--- config.mk ---
export PLATFORM = sky130hd
export DESIGN_NAME = pci_apc_capture
export DESIGN_NICKNAME = d
export VERILOG_FILES = /design/src/rtl/pci_apc_pkg.sv /design/src/rtl/pci_apc_capture.sv
export SDC_FILE = /design/constraint.sdc
export NUM_CORES = 1
export LEC_CHECK = 0
export ABC_CLOCK_PERIOD_IN_PS = 3700
export BUFFER_PORTS_ARGS = -buffer_cell sky130_fd_sc_hd__buf_2
export CORE_MARGIN = 2
export CORE_UTILIZATION = 48
export CTS_CLUSTER_DIAMETER = 30
export DETAILED_ROUTE_END_ITERATION = 6
export PLACE_DENSITY_LB_ADDON = 0.3
export SETUP_SLACK_MARGIN = 0.15
export SYNTH_ARGS = -nofsm -noshare
export SYNTH_HDL_FRONTEND = slang
export SYNTH_SLANG_ARGS = --single-unit
export TNS_END_PERCENT = 100
--- constraint.sdc ---
create_clock -name clk -period 3.7 [get_ports clk]
set_input_delay 0.37 -clock clk [delete_from_list [all_inputs] [get_ports clk]]
set_output_delay 0.37 -clock clk [all_outputs]
set_load 0.1 [all_outputs]
--- src/rtl/pci_apc_pkg.sv ---
package pci_apc_pkg;

    typedef struct packed {
        logic frame_prev;
        logic chk;
    } cap_ctl_t;

    typedef struct packed {
        logic det;
        logic sig;
    } apc_sts_t;

    typedef struct packed {
        logic serr_n;
        logic suppress;
    } apc_rsp_t;

endpackage

--- src/rtl/pci_apc_capture.sv ---
module pci_apc_capture #(
    parameter int AD_W = 32,
    parameter int BE_W = 4
) (
    input  logic            clk,
    input  logic            rst_n,
    input  logic            frame_n,
    input  logic            is_master,
    input  logic [AD_W-1:0] ad,
    input  logic [BE_W-1:0] cbe_n,
    output logic            addr_phase,
    output logic            chk_q,
    output logic [AD_W-1:0] ad_q,
    output logic [BE_W-1:0] cbe_q
);
    import pci_apc_pkg::*;

    cap_ctl_t        ctl_d, ctl_q;
    logic [AD_W-1:0] ad_d;
    logic [BE_W-1:0] cbe_d;

    always_comb begin
        addr_phase      = !frame_n && ctl_q.frame_prev;
        ctl_d.frame_prev = frame_n;
        ctl_d.chk       = addr_phase && !is_master;
        ad_d            = addr_phase ? ad    : ad_q;
        cbe_d           = addr_phase ? cbe_n : cbe_q;
    end

    always_ff @(posedge clk or negedge rst_n) begin
        if (!rst_n) begin
            ctl_q <= '{frame_prev: 1'b1, chk: 1'b0};
            ad_q  <= '0;
            cbe_q <= '0;
        end else begin
            ctl_q <= ctl_d;
            ad_q  <= ad_d;
            cbe_q <= cbe_d;
        end
    end

    assign chk_q = ctl_q.chk;

    AST_CHECK_ONCE_PER_FRAME: assert property (@(posedge clk) disable iff (!rst_n)
        chk_q |=> !chk_q);

endmodule

### Word level (Yosys, flattened, before mapping)

Cells that the tools add are included.

* reduce and logical (&&, ||, !) cells: 4

Operators by type and width (number)
* $logic_and A1 B1 Y1: 2
* $logic_not A1 Y1: 2

* output and inout bits: 38
* bits in registers: 38
* input bits: 40
* logic and storage cells: 8

### Longest topological paths before layout

Gate-level depths: netlist (run 1).

* depth after elaboration: 3
* depth in mapped cells: 4
* depth with buffers taken out: 2

### Worst setup path after synthesis (run 1)

No wires, ideal clock.

* path type: register to register
* start: reg ctl_q[1] (netlist bit)
* end: reg ad_q[19]
* arrival time: 1.338 ns
* path slack: 2.236 ns
* cell stages (with the launch flop): 4
* path buffers: 1
* library setup time: 0.125 ns
* data required time: 3.575 ns
* path through: dfstp_2 nor2b_4 buf_4 mux2_2

* longest elaborated chain between the ends: 1

RTL lines
* start: declaration: RTL line pci_apc_capture.sv:18 `cap_ctl_t ctl_d, ctl_q;`
* start signal: assignment: RTL line pci_apc_capture.sv:32 `ctl_q <= '{frame_prev: 1'b1, chk: 1'b0};`
* start signal: assignment: RTL line pci_apc_capture.sv:36 `ctl_q <= ctl_d;`
* $logic_and A1 B1 Y1: RTL line pci_apc_capture.sv:23 `addr_phase = !frame_n && ctl_q.frame_prev;`
* via addr_phase: RTL line pci_apc_capture.sv:11 `output logic addr_phase,`
* end signal: assignment: RTL line pci_apc_capture.sv:33 `ad_q <= '0;`
* end signal: assignment: RTL line pci_apc_capture.sv:37 `ad_q <= ad_d;`
* end: declaration: RTL line pci_apc_capture.sv:13 `output logic [AD_W-1:0] ad_q,`

The timed path passes the listed nets, and every way through them passes these cells.
A chain may end at the register's enable or synchronous reset.

### Worst setup path after layout (run 1)

* start: reg ctl_q[1] (netlist bit)
* end: out addr_phase

* longest elaborated chain between the ends: 1

RTL lines (RTL line)
* $logic_and A1 B1 Y1: pci_apc_capture.sv:23
* end: declaration: pci_apc_capture.sv:11

No other way between the ends.

==> results of run 1 <==
==> worst max path at each step <==
stage | slack, ns | cells after the start | to | startpoint
5_1_grt | 1.30 | 2 | addr_phase | ctl_q[1]$_DFF_PN1_
3_5_place_dp | 1.70 | 3 | ad_q[24]$_DFFE_PN0P_ | ctl_q[1]$_DFF_PN1_
2_1_floorplan | 2.24 | 3 | ad_q[19]$_DFFE_PN0P_ | ctl_q[1]$_DFF_PN1_
3_3_place_gp | 1.77 | 2 | addr_phase | ctl_q[1]$_DFF_PN1_
6_report | 1.39 | 2 | addr_phase | ctl_q[1]$_DFF_PN1_
4_1_cts | 1.35 | 2 | addr_phase | ctl_q[1]$_DFF_PN1_
==> area by class of cell <==
type                    instances  area (µm²)
clock buffers                   8       48.80
flip-flops and latches         38       952.2
well taps                      44       55.05
repair buffers                 78       392.9
fillers                       241        1079
multi-input cells              38       500.5
==> report_power, final <==
group / leakage (nW) / internal (W) / switching [W]
clock network: 0.0265 / 0.0000757 / 0.000120
logic: 0.531 / 0.000122 / 0.000508
registers: 0.446 / 0.000474 / 0.0000294
total: 1.00 / 0.000672 / 0.000658
==> Yosys cell counts, drive strengths merged <==
master and instances:
buf 4, dfrtp 37, dfstp 1, mux2 36, nor2b 2
==> layer usage <==
layer | global-route usage | up-vias | wire (µm) | part of all wire
met3 | 0.05844 | 4 | 188 | 0.069
met1 | 0.1902 | 456 | 1207 | 0.44
met4 | 0.05714 | 0 | 38 | 0.014
met2 | 0.2686 | 48 | 1302 | 0.48
met5 | 0 | - | 0 | 0
li1 | - | 442 | - | -
==> registers in the layout, indices dropped and copies added, names as in the netlist <==
| name | count |
|---|---|
| ad_q | 32 |
| cbe_q | 4 |
| chk_q | 1 |
| ctl_q | 1 |
==> cells by family after synthesis <==
kind of cell	Yosys count
buffers and inverters	4
DFF	38
muxes	36
and+or+nand+nor	2
==> through the flow <==
step / area (µm²) / hold WS [ns]
2_1_floorplan: 1511 / 0.07441
6_report: 1949 / 0.1216
3_3_place_gp: 1901 / 0.4855
5_1_grt: 1949 / 0.1325
3_5_place_dp: 1901 / 0.4870
4_1_cts: 1949 / 0.1299
==> impl_summary.txt, run 1 <==
----------------------------------------------------
[Status]
  Run status ... complete, no violations

[Clocking]
  Buffer type at the clock tree root ... clkbuf_4
  Total CTS buffers ... 5
  Maximum number of buffers from clock root to sink ... 2
  Sink count of the clock tree ... 38
  Later-pin clock latency in the skew report ... approximately 0.33 ns
  Number of post-CTS setup repair buffers ... 0
  Number of levels the H-tree was split into ... 2
  Number of resized instances in the post-cts repair step ... 0
  Clock slew seen by the registers of the worst setup and hold paths ... roughly 0.10 ns
  CTS tree ... built
  Quantity of hold-fixing buffers added after cts ... 0

[Logic synthesis]
  Area fraction in compound gates after synthesis ... 0
  Largest family of logic cells by synthesized area ... multiplexers
  Count of different cell masters after synthesis ... 9
  Post-Synth XOR/XNOR Area ... 0
  Cell area after technology mapping ... ~0.0015 mm²
  Proportion of synthesized chip area in sequential cells ... 0.6300
  Post-synthesis mux area share ... 0.3179
  Area share of the leading cell type in the synthesized netlist ... 0.6126
  Cells after Synth ... 80
  Syn Area/Cell ... approximately 19 µm²
  Area contributors post-synth ... dfrtp_1 61%, mux2_4 20%, mux2_2 12%
  Yosys top cell by area ... dfrtp_1
  Synth warn ... 0
  Post-synthesis adder-cell area fraction ... 0
  Synthesized flop and latch total ... 38
  Basic-gate share of the synthesized area counting and, or, nand and nor cells ... 0.01325
  Post-Synthesis Net Count ... 120

[Die]
  Io pins ... roughly 80
  Standard-cell row count ... 20
  Starting density of the core ... 0.4992
  Die Height ... 60.12 µm
  Core area ... 0.003028 mm²
  Area of the die ... 0.003614 mm²
  Width of the chip ... 60.12 µm

[Worst setup path]
  Register-to-register setup slack ... 1.72 ns
  Required time at the endpoint of the critical path ... around 3.3 ns
  Endpoint kind of the worst setup timing path ... output pin
  Startpoint type of the worst setup path ... register
  Kind of cell adding the most delay to the critical path ... simple AND/OR/NAND/NOR gates
  Critical-path cell with the highest stage delay ... nor2b_4
  Cell depth of the worst flop-to-flop path ... 3
  Crit path DAT ... 1.94 ns
  R2R Path Start ... ctl_q[1]$_DFF_PN1_
  Largest fanout on the critical path ... 20
  R2r endpoint ... ad_q[24]$_DFFE_PN0P_
  Delay of the slowest cell on the worst path ... 0.54 ns
  Crit Path Class ... register to output pin
  Crit path cell chain ... nor2b_4 -> buf_2
  Number of buffers and inverters on the critical path ... 1

[STA]
  Fmax ... 0.4335 GHz
  Final worst-path cycle share ... 0.6235
  Final number of max-transition violations ... 0
  Clock period minus worst slack ... 2.307 ns
  Total of endpoints with negative setup slack in the final report ... 0
  Count of final hold-check violations ... 0
  Post-layout worst setup margin ... 1.393 ns
  Slew @ Worst Pin ... 0.8128 ns
  Clock skew after layout ... between 0.002 and 0.0025 ns
  Max-slew headroom at the worst pin ... 0.4581
  Setup repair after global routing missed its margin ... no
  Total Neg Setup Slack ... 0 ns

[Placement]
  Post-placement cell count ... a little under 200
  Pre-CTS WS ... 1.700 ns
  Port-buffer cells ... 77
  Final weighted congestion in routability-driven placement ... 0.6965
  DP HPWL ... 2023 µm

[Layout]
  Final Core Density ... 0.6438
  Fraction of final layout cells with drive strength greater than 1 ... 0.7469
  Commonest cells after routing, fill and taps aside ... 77 x buf_2, 37 x dfrtp_1, 20 x mux2_4
  Fin nets ... roughly 200
  Leading cell type in the layout, fill and taps excluded ... buf_2
  Antenna diode count ... 0
  Area Growth Syn to Fin ... 28.97%
  Non-filler instance count after layout ... 206

[GRT]
  Vias in the first global route ... 959
  Number of antenna violations at the first check in global routing ... 0
  First-pass GRT wire length ... 4174 µm
  All-Layer GR Usage ... 0.1610
  Global-route congestion overflow total ... 0
  Maximum number of pins on one net before global-route repair ... 39

[Flow run]
  Number of violations of the max-capacitance limit ... 0

[Routing]
  Detail Route Antenna Nets ... 0
  Ratio of routed vias to standard cells ... 4.612
  Count of TritonRoute iterations in the first routing pass ... 4
  Detailed-route wire length per cell ... 13.28 µm
  DRC violations left ... 0
  Initial drt markers ... 26
  Vias after detailed routing ... 950
  Total detailed-routing wirelength ... 2736 µm

[Power]
  Peak supply drop ... ~0.00035 V
  Pleak ... 1.004 nW
  Overall power consumption ... between 0.001 and 0.0015 W
  Power per cell area ... 682.1 mW/mm²

[Hold path]
  Hold crit path type ... primary input to async pin

----------------------------------------------------
(Power assumes the default switching activity.)
==> inputs of run 2 (changes only) <==
Settings changed: ABC_CLOCK_PERIOD_IN_PS 3700 to 2170, CORE_UTILIZATION 48 to 44.
Clock period 3.7 ns to 2.17 ns, I/O delays scaled along.
==> run 2 against run 1 <==
Die area rose by 8.5%. Utilization is 2.2 points lower. Final cell count is 2.9% higher. Sequential share of layout area fell by 2.6 points. Clock power increased by 120%. Combinational power grew 73%.
==> impl_summary.txt, run 2 (synthesis gave the netlist of run 1 again) <==
----------------------------------------------------
[Status]
  Run status ... complete, no violations

[Placement]
  Port-buffer cells ... between 70 and 80
  DP HPWL ... ~2100 µm
  Final weighted congestion in routability-driven placement ... around 0.68

[GRT]
  First-pass GRT wire length ... 4733 µm
  Maximum number of pins on one net before global-route repair ... 39
  All-Layer GR Usage ... 0.1593
  Global-route congestion overflow total ... 0
  Number of antenna violations at the first check in global routing ... 0
  Vias in the first global route ... approximately 1k

[STA]
  Fmax ... 0.5349 GHz
  Slew @ Worst Pin ... 0.7891 ns
  Total Neg Setup Slack ... 0 ns
  Setup repair after global routing missed its margin ... no
  Clock period minus worst slack ... 1.869 ns
  Final number of max-transition violations ... 0
  Count of final hold-check violations ... 0
  Max-slew headroom at the worst pin ... 0.4739
  Clock skew after layout ... 0.005549 ns
  Total of endpoints with negative setup slack in the final report ... 0
  Final worst-path cycle share ... 0.8615

[Layout]
  Area Growth Syn to Fin ... 36.26%
  Most flop-heavy register ... ad_q
  Leading cell type in the layout, fill and taps excluded ... buf_2
  Fraction of final layout cells with drive strength greater than 1 ... 0.7530
  Fin nets ... slightly above 200
  Final Core Density ... 0.6221
  Antenna diode count ... 0
  Largest registers in the final layout ... ad_q (32), cbe_q (4)
  Number of flip-flops under the largest register name ... 32
  Commonest cells after routing, fill and taps aside ... 76 x buf_2, 37 x dfrtp_1, 20 x mux2_4
  Fill cell count ... 281

[Clocking]
  Buffer type at the clock tree root ... clkbuf_4
  Total CTS buffers ... 5
  Clock slew seen by the registers of the worst setup and hold paths ... about 0.11 ns
  Number of resized instances in the post-cts repair step ... 0
  Number of post-CTS setup repair buffers ... 0
  Number of levels the H-tree was split into ... 2
  Later-pin clock latency in the skew report ... 0.33 ns
  Maximum number of buffers from clock root to sink ... 2
  Quantity of hold-fixing buffers added after cts ... 2
  CTS tree ... built
  Sink count of the clock tree ... 38

[Die]
  Io pins ... a little under 80
  Width of the chip ... 62.61 µm
  Standard-cell row count ... 21
  Area of the die ... 0.003920 mm²
  Starting density of the core ... 0.4565
  Die Height ... 62.61 µm
  Core area ... 0.003311 mm²

[Worst setup path]
  Crit Path Class ... primary input to output pin
  Crit path cell chain ... dlygate4sd3_1 -> buf_2 -> nor2b_4 -> buf_12 -> buf_12
  Crit path DAT ... 1.65 ns
  Delay of the slowest cell on the worst path ... 0.53 ns
  Required time at the endpoint of the critical path ... 1.95 ns
  Dominant cell type by count on the critical path ... buf_12
  Number of buffers and inverters on the critical path ... 4
  Startpoint type of the worst setup path ... primary input
  Largest fanout on the critical path ... 16
  Critical-path cell with the highest stage delay ... dlygate4sd3_1
  Endpoint kind of the worst setup timing path ... output pin
  Kind of cell adding the most delay to the critical path ... buffers and inverters

[Power]
  Power per cell area ... roughly 1200 mW/mm²
  Pleak ... 1.051 nW
  Overall power consumption ... around 0.0024 W
  Peak supply drop ... 0.0006506 V

[Routing]
  Detailed-route wire length per cell ... around 13 µm
  Initial drt markers ... 3
  DRC violations left ... 0
  Vias after detailed routing ... about 970
  Count of TritonRoute iterations in the first routing pass ... 3
  Ratio of routed vias to standard cells ... 4.566
  Total detailed-routing wirelength ... 2793 µm
  Detail Route Antenna Nets ... 0

[Flow run]
  Number of violations of the max-capacitance limit ... 0

[Hold path]
  Hold crit path type ... primary input to register

----------------------------------------------------
-- run 2: cell types whose count changed in the layout (fill, tap and decap cells not counted), sizes merged --
| cell | delta |
|---|---|
| buf | +1 |
| dlygate4sd3 | +3 |
-- run 2: final timing paths --
kind	cells past startpoint	slack [ns]	start	end
max	5	0.30	frame_n	addr_phase
min	2	0.11	cbe_n[1]	cbe_q[1]$_DFFE_PN0P_
max reg2reg	3	0.59	ctl_q[1]$_DFF_PN1_	ad_q[21]$_DFFE_PN0P_
min reg2reg	1	0.51	ad_q[19]$_DFFE_PN0P_	ad_q[19]$_DFFE_PN0P_
max in group asynchronous	2	1.16	rst_n	ad_q[26]$_DFFE_PN0P_
min in group asynchronous	2	0.50	rst_n	ad_q[28]$_DFFE_PN0P_
-- run 2: final cells by class --
cell class	count	area, µm²	area share
clock buffers	8	78.83	0.03827
multi-input cells	38	500.5	0.2430
flip-flops and latches	38	952.2	0.4623
well taps	46	57.56	0.02795
repair buffers	82	470.5	0.2284
-- run 2: worst reg2reg max path, stage by stage (launching register included) --
cell,delay [ns]
dfstp_2,0.53
nor2b_4,0.37
buf_12,0.22
mux2_2,0.36
-- run 2: routing by layer --
| metal | share of wire | vias to the layer above | track usage | wire, µm |
|---|---|---|---|---|
| met3 | 0.071 | 2 | 0.05766 | 199 |
| met2 | 0.53 | 39 | 0.2715 | 1493 |
| met4 | 0.0068 | 0 | 0.05833 | 19 |
| li1 | - | 447 | - | - |
| met5 | 0 | - | 0 | 0 |
| met1 | 0.39 | 480 | 0.1842 | 1081 |
-- run 2: report_power, final --
group          total, W  internal (W)  switching, W
registers      0.000861      0.000809     0.0000517
clock network  0.000432      0.000222      0.000211
logic           0.00109      0.000220      0.000867
total           0.00238       0.00125       0.00113
-- run 2: metrics by stage --
| step | area [µm²] | setup WS (ns) | hold slack (ns) | cells |
|---|---|---|---|---|
| after detailed placement | 1951 | 0.5945 | 0.3529 | 201 |
| after global routing | 2059 | 0.2333 | 0.07534 | 212 |
| after global placement | 1951 | 0.6593 | 0.3372 | 201 |
| after floorplan | 1511 | 0.7063 | -0.07859 | 80 |
| after CTS | 2049 | 0.2984 | 0.02245 | 211 |
| final | 2059 | 0.3006 | 0.1121 | 212 |
